<file path="config.mk">
export PLATFORM = sky130hd
export DESIGN_NAME = exu_core
export DESIGN_NICKNAME = d
export VERILOG_FILES = /design/src/rtl/exu_pkg.sv /design/src/rtl/exu_alu.sv /design/src/rtl/exu_shift.sv /design/src/rtl/exu_muldiv.sv /design/src/rtl/exu_core.sv
export SDC_FILE = /design/constraint.sdc
export NUM_CORES = 2
export LEC_CHECK = 0
export ABC_AREA = 1
export ABC_CLOCK_PERIOD_IN_PS = 1100
export BUFFER_PORTS_ARGS = -buffer_cell sky130_fd_sc_hd__buf_2
export CAP_MARGIN = 10
export CORE_MARGIN = 2
export CORE_UTILIZATION = 65
export DETAILED_ROUTE_END_ITERATION = 8
export GPL_ROUTABILITY_DRIVEN = 0
export GPL_TIMING_DRIVEN = 0
export PLACE_DENSITY = 0.85
export SLEW_MARGIN = 20
export SYNTH_ARGS = -nofsm -noshare
export SYNTH_HDL_FRONTEND = slang
export SYNTH_SLANG_ARGS = --single-unit
export TNS_END_PERCENT = 100
</file>
<file path="constraint.sdc">
create_clock -name clk -period 1.1 [get_ports clk]
set_clock_uncertainty 0.1 [all_clocks]
set_input_delay 0 -clock clk [delete_from_list [all_inputs] [get_ports clk]]
set_output_delay 0 -clock clk [all_outputs]
set_load 0.05 [all_outputs]
</file>
<file path="src/rtl/exu_pkg.sv">
package exu_pkg;

  typedef enum logic [4:0] {
    OP_ADD   = 5'd0,
    OP_SUB   = 5'd1,
    OP_AND   = 5'd2,
    OP_OR    = 5'd3,
    OP_XOR   = 5'd4,
    OP_NOR   = 5'd5,
    OP_XNOR  = 5'd6,
    OP_ANDHI = 5'd7,
    OP_ORHI  = 5'd8,
    OP_CEQ   = 5'd9,
    OP_CNE   = 5'd10,
    OP_CGT   = 5'd11,
    OP_CGE   = 5'd12,
    OP_CGTU  = 5'd13,
    OP_CGEU  = 5'd14,
    OP_SL    = 5'd15,
    OP_SR    = 5'd16,
    OP_SRU   = 5'd17,
    OP_MUL   = 5'd18,
    OP_DIVU  = 5'd19,
    OP_MODU  = 5'd20,
    OP_SEXTB = 5'd21,
    OP_SEXTH = 5'd22
  } exu_op_e;

  function automatic logic is_cmp(exu_op_e op);
    return op inside {OP_CEQ, OP_CNE, OP_CGT, OP_CGE, OP_CGTU, OP_CGEU};
  endfunction

  function automatic logic is_shift(exu_op_e op);
    return op inside {OP_SL, OP_SR, OP_SRU};
  endfunction

  function automatic logic is_muldiv(exu_op_e op);
    return op inside {OP_MUL, OP_DIVU, OP_MODU};
  endfunction

  function automatic logic is_sext(exu_op_e op);
    return op inside {OP_SEXTB, OP_SEXTH};
  endfunction

endpackage

</file>
<file path="src/rtl/exu_alu.sv">
module exu_alu
  import exu_pkg::*;
#(
  parameter int W = 32
) (
  input  exu_op_e        op,
  input  logic [W-1:0]   a,
  input  logic [W-1:0]   b,
  input  logic [W/2-1:0] imm_lo,
  output logic [W-1:0]   val,
  output logic           hit
);
  localparam int HW = W / 2;

  function automatic logic cmp_fn(exu_op_e c, logic [W-1:0] x, logic [W-1:0] y);
    case (c)
      OP_CEQ:  return x == y;
      OP_CNE:  return x != y;
      OP_CGT:  return $signed(x) >  $signed(y);
      OP_CGE:  return $signed(x) >= $signed(y);
      OP_CGTU: return x >  y;
      OP_CGEU: return x >= y;
      default: return 1'b0;
    endcase
  endfunction

  function automatic logic [W-1:0] sext_fn(logic [W-1:0] x, logic half);
    if (half) return {{(W-16){x[15]}}, x[15:0]};
    return {{(W-8){x[7]}}, x[7:0]};
  endfunction

  logic [W-1:0] hi_imm;
  assign hi_imm = {imm_lo, {HW{1'b0}}};

  always_comb begin
    hit = 1'b1;
    val = '0;
    case (op)
      OP_ADD:   val = a + b;
      OP_SUB:   val = a - b;
      OP_AND:   val = a & b;
      OP_OR:    val = a | b;
      OP_XOR:   val = a ^ b;
      OP_NOR:   val = ~(a | b);
      OP_XNOR:  val = ~(a ^ b);
      OP_ANDHI: val = a & hi_imm;
      OP_ORHI:  val = a | hi_imm;
      OP_SEXTB: val = sext_fn(a, 1'b0);
      OP_SEXTH: val = sext_fn(a, 1'b1);
      default: begin
        if (is_cmp(op)) val = {{(W-1){1'b0}}, cmp_fn(op, a, b)};
        else            hit = 1'b0;
      end
    endcase
  end
endmodule

</file>
<file path="src/rtl/exu_shift.sv">
module exu_shift #(
  parameter int W = 32,
  localparam int SHW = $clog2(W)
) (
  input  logic [W-1:0]   a,
  input  logic [SHW-1:0] amt,
  input  logic           left,
  input  logic           arith,
  input  logic           full_en,
  output logic [W-1:0]   val,
  output logic           bad
);
  logic [W-1:0] src;
  logic [W-1:0] stg [0:SHW];
  logic         fill;

  assign fill = arith & ~left & a[W-1];

  // A left shift runs through the right-shift barrel on bit-reversed data.
  for (genvar i = 0; i < W; i++) begin : g_rev_in
    assign src[i] = left ? a[W-1-i] : a[i];
  end

  assign stg[0] = src;
  for (genvar g = 0; g < SHW; g++) begin : g_stage
    assign stg[g+1] = amt[g] ? {{(1 << g){fill}}, stg[g][W-1:(1 << g)]} : stg[g];
  end

  for (genvar i = 0; i < W; i++) begin : g_rev_out
    assign val[i] = left ? stg[SHW][W-1-i] : stg[SHW][i];
  end

  // Without the full shifter, only a right shift by exactly one is legal.
  assign bad = ~full_en & (left | (amt != SHW'(1)));
endmodule

</file>
<file path="src/rtl/exu_muldiv.sv">
module exu_muldiv #(
  parameter int W = 32
) (
  input  logic [W-1:0] a,
  input  logic [W-1:0] b,
  input  logic         sel_mul,
  input  logic         sel_div,
  input  logic         sel_mod,
  input  logic         en_mul,
  input  logic         en_div,
  output logic [W-1:0] val,
  output logic         bad,
  output logic         zero_div
);
  logic [W-1:0] prod, quo, rem;
  logic         b_zero;

  assign b_zero = (b == '0);
  assign prod   = a * b;
  assign quo    = b_zero ? '0 : a / b;
  assign rem    = b_zero ? '0 : a % b;

  assign val      = sel_mul ? prod : (sel_div ? quo : rem);
  assign bad      = (sel_mul & ~en_mul) | ((sel_div | sel_mod) & ~en_div);
  assign zero_div = (sel_div | sel_mod) & en_div & b_zero;
endmodule

</file>
<file path="src/rtl/exu_core.sv">
module exu_core
  import exu_pkg::*;
#(
  parameter int W = 32
) (
  input  logic         clk,
  input  logic         rst_n,
  input  logic         issue_valid,
  input  logic [4:0]   op_code,
  input  logic         use_imm,
  input  logic [W-1:0] opa,
  input  logic [W-1:0] opb,
  input  logic [W-1:0] imm,
  input  logic         en_mul,
  input  logic         en_div,
  input  logic         en_shift,
  input  logic         en_sext,
  output logic [W-1:0] res_out,
  output logic         res_we,
  output logic         fault_div0,
  output logic         fault_illegal
);
  localparam int SHW = $clog2(W);

  exu_op_e      op;
  logic [W-1:0] opnd_b;
  logic [W-1:0] alu_val, shf_val, md_val, val_n;
  logic         alu_hit, shf_bad, md_bad, md_zero;
  logic         sel_shift, sel_md, sel_sx, undef_op;
  logic         ev_illegal, ev_div0, ev_write;

  assign op     = exu_op_e'(op_code);
  assign opnd_b = use_imm ? imm : opb;

  exu_alu #(.W(W)) u_alu (
    .op     (op),
    .a      (opa),
    .b      (opnd_b),
    .imm_lo (imm[W/2-1:0]),
    .val    (alu_val),
    .hit    (alu_hit)
  );

  exu_shift #(.W(W)) u_shift (
    .a       (opa),
    .amt     (opnd_b[SHW-1:0]),
    .left    (op == OP_SL),
    .arith   (op == OP_SR),
    .full_en (en_shift),
    .val     (shf_val),
    .bad     (shf_bad)
  );

  exu_muldiv #(.W(W)) u_muldiv (
    .a        (opa),
    .b        (opnd_b),
    .sel_mul  (op == OP_MUL),
    .sel_div  (op == OP_DIVU),
    .sel_mod  (op == OP_MODU),
    .en_mul   (en_mul),
    .en_div   (en_div),
    .val      (md_val),
    .bad      (md_bad),
    .zero_div (md_zero)
  );

  assign sel_shift = is_shift(op);
  assign sel_md    = is_muldiv(op);
  assign sel_sx    = is_sext(op);
  assign undef_op  = ~(alu_hit | sel_shift | sel_md);

  // Named events for the checks below.
  assign ev_illegal = undef_op | (sel_shift & shf_bad) | (sel_md & md_bad) | (sel_sx & ~en_sext);
  assign ev_div0    = ~ev_illegal & md_zero;
  assign ev_write   = issue_valid & ~ev_illegal & ~ev_div0;

  assign val_n = sel_shift ? shf_val : (sel_md ? md_val : alu_val);

  always_ff @(posedge clk or negedge rst_n) begin
    if (!rst_n) begin
      res_out       <= '0;
      res_we        <= 1'b0;
      fault_div0    <= 1'b0;
      fault_illegal <= 1'b0;
    end else begin
      res_out       <= ev_write ? val_n : '0;
      res_we        <= ev_write;
      fault_div0    <= issue_valid & ev_div0;
      fault_illegal <= issue_valid & ev_illegal;
    end
  end

  // the two faults exclude each other
  p_fault_excl_r10: assert property (@(posedge clk) disable iff (!rst_n)
    !(fault_div0 && fault_illegal));

  // a fault suppresses the write and the value
  p_fault_nowr_r10: assert property (@(posedge clk) disable iff (!rst_n)
    (fault_div0 || fault_illegal) |-> (!res_we && res_out == '0));

  // no accepted operation, no output activity
  p_idle_r11: assert property (@(posedge clk) disable iff (!rst_n)
    !issue_valid |=> (!res_we && !fault_div0 && !fault_illegal));

  // zero divisor on an enabled divider raises the fault
  p_div0_r8: assert property (@(posedge clk) disable iff (!rst_n)
    (issue_valid && (op == OP_DIVU || op == OP_MODU) && en_div && opnd_b == '0)
      |=> (fault_div0 && !res_we));

  // left shift without the shifter is illegal
  p_sl_off_r6: assert property (@(posedge clk) disable iff (!rst_n)
    (issue_valid && op == OP_SL && !en_shift) |=> fault_illegal);

  // multiply without the multiplier is illegal
  p_mul_off_r7: assert property (@(posedge clk) disable iff (!rst_n)
    (issue_valid && op == OP_MUL && !en_mul) |=> fault_illegal);

  // a compare always writes a single-bit truth value
  p_cmp_bool_r4: assert property (@(posedge clk) disable iff (!rst_n)
    (issue_valid && is_cmp(op)) |=> (res_we && res_out[W-1:1] == '0));
endmodule

</file>
==> results of run 1 <==
-- timing repair --
| action | in CTS |
|---|---|
| gates resized for setup | 647 |
| endpoints found under the hold margin | 37 |
| buffers inserted | 454 |
| hold buffers | 3 |
| gates cloned | 12 |
| pin swaps | 338 |
| setup endpoints to repair | 37 |
-- through the flow --
stage	setup WS [ns]	utilization, %	setup TNS, ns
floorplan	-61.17	-	-1944.78
global placement	-72.75	69.4	-2317.83
detailed placement	-74.49	69.6	-2370.46
CTS	-64.25	77.9	-2047.09
-- cell families after synthesis --
family / after synthesis
buffers and inverters: 1891
DFF: 35
and+or+nand+nor: 3710
adders and majority gates: 1162
AOI/OAI and AO/OA: 1638
xor gates and xnor gates: 472
muxes: 13
-- routing by layer --
layer / global-route usage, % / GRT overflow
met5: 77.0 / 29
met4: 101 / 902
met3: 88.0 / 372
met2: 112 / 2846
met1: 92.2 / 487
==> results.toml, run 1 <==
[run_status]
status = "did not finish"
stop_stage = "global routing (5_1_grt)"
firstError = "[ERROR GRT-0232] Routing congestion too high. Check the congestion heatmap in the GUI."

[floorplan]
die_h_um = 300
pin_count = 144
core.rowCount = 108
start_util_pct = 65.6
die_w_um = 300

[yosys]
synth_nets = 10192
synth_top_family_by_area = "adder cells"
netlist_area_um2 = 56800
yosysTopAreaCell = "ha_1"
yosysMostFrequentCell = "nand2_1"
synthAdderAreaFrac_pct = 31.0
synth_edf_count = 0
synth_ff_type = "dfrtp_1"
synth_cells = 8921
yosys.area_share.simple_pct = 28.7
synth_compound_area_share_pct = 17.3
synth.mux.area_fraction_pct = 0.258
synth_top_area_share_pct = 16.5
ys_top_cells_by_area = "ha_1 (17%), nand2_1 (15%), fa_1 (14%)"
ys_async_sr_fraction_pct = 100
synth_commonest_cells = "nand2_1 (2226), inv_1 (1525), ha_1 (751), a21oi_1 (634), nor2_1 (602)"
synth_xor_xnor_area_share_pct = 7.28
synth.distinct_cells = 93
yosys_warnings = 0
ys_ff_latch = 35
synth.avg_cell_area_um2 = 6.37
yosysSeqAreaShare_pct = 1.54

[place]
io_buffer_count = 143
place_inst = 10226
placed_area_um2 = 60300
hpwl_mm = 179

[grt]
grt.total_usage_pct = 97.5
grt_max_degree = 36
grt_overflow = 4636

[cts]
cts_buffer_depth = 2
htreeDepth = 2
cts_sinks = 35
cts_root_buf = "clkbuf_16"
numCtsBuffers = 5
==> inputs of run 2 (changes only) <==
--- a/config.mk
+++ b/config.mk
@@ -10,11 +10,11 @@
 export BUFFER_PORTS_ARGS = -buffer_cell sky130_fd_sc_hd__buf_2
 export CAP_MARGIN = 10
 export CORE_MARGIN = 2
-export CORE_UTILIZATION = 65
+export CORE_UTILIZATION = 40
 export DETAILED_ROUTE_END_ITERATION = 8
 export GPL_ROUTABILITY_DRIVEN = 0
 export GPL_TIMING_DRIVEN = 0
-export PLACE_DENSITY = 0.85
+export PLACE_DENSITY_LB_ADDON = 0.15
 export SLEW_MARGIN = 20
 export SYNTH_ARGS = -nofsm -noshare
 export SYNTH_HDL_FRONTEND = slang
==> run 2 against run 1 <==
  * The flow now finishes, with violations (DRC, capacitance limit, slew limit, setup timing)
  * Synthesized area is the same
  * Synthesized cell count unchanged
==> results.toml, run 2 <==
[grt]
grt_max_degree = 36
antenna_found_initial = 22
grt_pass1_wl_mm = 387
grt.total_usage_pct = 35.2
grt_pass1_vias = 62801
grt_overflow = 0

[timing]
slew_headroom_pct = -3.19
hold_violations = 0
post-route-period-util_pct = 6130
worstMarginPinSlew_ns = 1.53
finalMaxSlewViolations = 2
worst_slack_ns = -66.34
timing.hold.ws_ns = 0.0929
rsz0062_at_grt = "true"
max_clock_freq_mhz = 14.8
setup_viol = 36
fin_crit_ns = 67.44

[cts]
cts_buffer_depth = 2
cts_sinks = 35
numCtsBuffers = 5
htreeDepth = 2
cts.reportedPaths.clkPinSlew_ns = 0.07
cts_tree = "yes"
cts_root_buf = "clkbuf_16"

[pwr]
clkPwrFrac_pct = 1.3
p_per_area_nw_per_um2 = 1660
p_sw_share_pct = 58.8
power_frac_comb_pct = 97.6
p_switching_w = 0.0743
seqPwrFrac_pct = 1.1
p_int_w = 0.0521
peakVddDrop_v = 0.00461
power_leakage_nw = 38.6

[route]
dr.pass1.iters = 9
wire_per_inst_um = 23.2
vias = 67319
route.detailed.drc = 15
drt-total-wl_mm = 275
drt_iter0_drc = 7107
postRouteAntennaNets = 0
post_drt_via_cell_ratio = 5.69

[floorplan]
core.rowCount = 138
die_w_um = 381
pin_count = 144
die_h_um = 381
start_util_pct = 40.2
dieArea_um2 = 145000
core_area_um2 = 141000

[setup_path]
startpoint_type = "input pin"
slowest_stage = "clkinvlp_4"
critPathKind = "in -> reg"
endpoint_kind = "flip-flop"
cpMostUsedCell = "nand2_2"
crit_path_max_incr_delay_ns = 0.70
critPathArrivalTime_ns = 67.53
cp.required_ns = 1.19
cp_max_fo = 10

[place]
io_buffer_count = 143
placed_area_um2 = 61200
hpwl_mm = 204

[layout]
regMostFlops = "res_out"
fin_area_um2 = 76300
fillers = 13558
area_growth_pct = 34.3
layout_common_cells = "nand2_1 (1849), inv_1 (1385), buf_4 (807), ha_1 (548), nor2_1 (542)"
fin_nets = 11211
largest_reg_flops = 32
final_common_cell = "nand2_1"
layout-drive-gt1-share_pct = 29.5

[run_status]
violations = "DRC, capacitance limit, slew limit, setup timing"
status = "complete, but fails checks"

[yosys]
synth_nets = 10192
synth_top_area_share_pct = 16.5
yosysTopAreaCell = "ha_1"
synth_ff_type = "dfrtp_1"
yosysMostFrequentCell = "nand2_1"
ys_async_sr_fraction_pct = 100
ys_ff_latch = 35
synth.avg_cell_area_um2 = 6.37
ys_top_cells_by_area = "ha_1 (17%), nand2_1 (15%), fa_1 (14%)"
synth_commonest_cells = "nand2_1 (2226), inv_1 (1525), ha_1 (751), a21oi_1 (634), nor2_1 (602)"
yosys_warnings = 0
synth_edf_count = 0
yosysSeqAreaShare_pct = 1.54
synth_cells = 8921
netlist_area_um2 = 56800
synth.distinct_cells = 93

[run]
max_cap_violations = 1

[min_path]
hp-class = "in -> reg"
[run 2: cell counts after synthesis]
No cell type changed its count.
[run 2: power groups by stage]
| stage | clock network [W] | registers (W) | logic (W) |
|---|---|---|---|
| 2_1_floorplan | 0 | 0.00180 | 0.0870 |
| 3_3_place_gp | 0 | 0.00146 | 0.105 |
| 3_5_place_dp | 0 | 0.00146 | 0.107 |
| 4_1_cts | 0.00167 | 0.00143 | 0.114 |
| 5_1_grt | 0.00172 | 0.00144 | 0.134 |
| 6_report | 0.00165 | 0.00143 | 0.123 |
[run 2: final cells by class]
cell class | instances | area, um^2 | area share (%)
multi-input combinational | 6995 | 56400 | 73.9
timing repair buffer | 1012 | 7880 | 10.3
inverter | 1593 | 6130 | 8.04
buffer | 298 | 2450 | 3.22
tap | 1890 | 2360 | 3.10
sequential | 35 | 881 | 1.15
clock buffer | 5 | 125 | 0.164
clock inverter | 3 | 43.8 | 0.0574
antenna | 9 | 22.5 | 0.0295
[run 2: kinds of logic (layout without fill, tap and decap cells)]
| family | after synthesis | after routing | share of synthesized area (%) |
|---|---|---|---|
| buffers and inverters | 1891 | 2911 | 13.9 |
| adders and majority gates | 1162 | 1162 | 31.0 |
| DFF | 35 | 35 | 1.54 |
| and+or+nand+nor | 3710 | 3710 | 28.7 |
| AOI/OAI and AO/OA | 1638 | 1638 | 17.3 |
| other | 0 | 9 | 0 |
| muxes | 13 | 13 | 0.258 |
| xor gates and xnor gates | 472 | 472 | 7.28 |
[run 2: critical path, delay by kind of cell]
family,cells,cell delay [ns]
AOI/OAI and AO/OA,164,24.11
adders and majority gates,30,7.97
and+or+nand+nor,224,20.21
xor gates and xnor gates,6,0.84
buffers and inverters,123,14.07
[run 2: metrics by stage]
stage	setup WS, ns	std cells	total power (W)	util (%)	TNS [ns]
2_1_floorplan	-61.17	8921	0.0888	-	-1944.78
3_3_place_gp	-75.52	10954	0.106	43.2	-2403.24
3_5_place_dp	-75.96	10960	0.108	43.4	-2417.56
4_1_cts	-64.63	11583	0.117	49.8	-2057.57
5_1_grt	-69.54	11834	0.137	54.0	-2209.44
6_report	-66.34	11840	0.126	54.0	-2108.80
[run 2: timing repair]
action / 4_1_cts / 5_1_grt
setup buffers: 601 / 251
endpoints found under the setup margin: 40 / 44
gates resized for setup: 800 / 895
pin swaps: 376 / 654
hold buffers: 3 / 0
gates cloned: 11 / 5
hold endpoints to repair: 37 / 0
[run 2: final timing paths]
kind	from	depth (start not counted)	endpoint	slack [ns]
setup / recovery	opa[24]	547	res_out[27]$_DFF_PN0_	-66.34
min in group asynchronous	rst_n	2	res_out[19]$_DFF_PN0_	0.14
max in group asynchronous	rst_n	2	fault_div0$_DFF_PN0_	0.40
hold / removal	en_div	4	fault_illegal$_DFF_PN0_	0.09
[run 2: routing by layer]
metal	share of wire (%)	GRT usage [%]	vias up
met5	0.073	0.231	-
met4	7.9	21.4	22
met3	12	9.47	1014
met2	42	53.3	3703
met1	39	44.3	31839
li1	-	-	30741
Power figures use the tool's default switching activity.
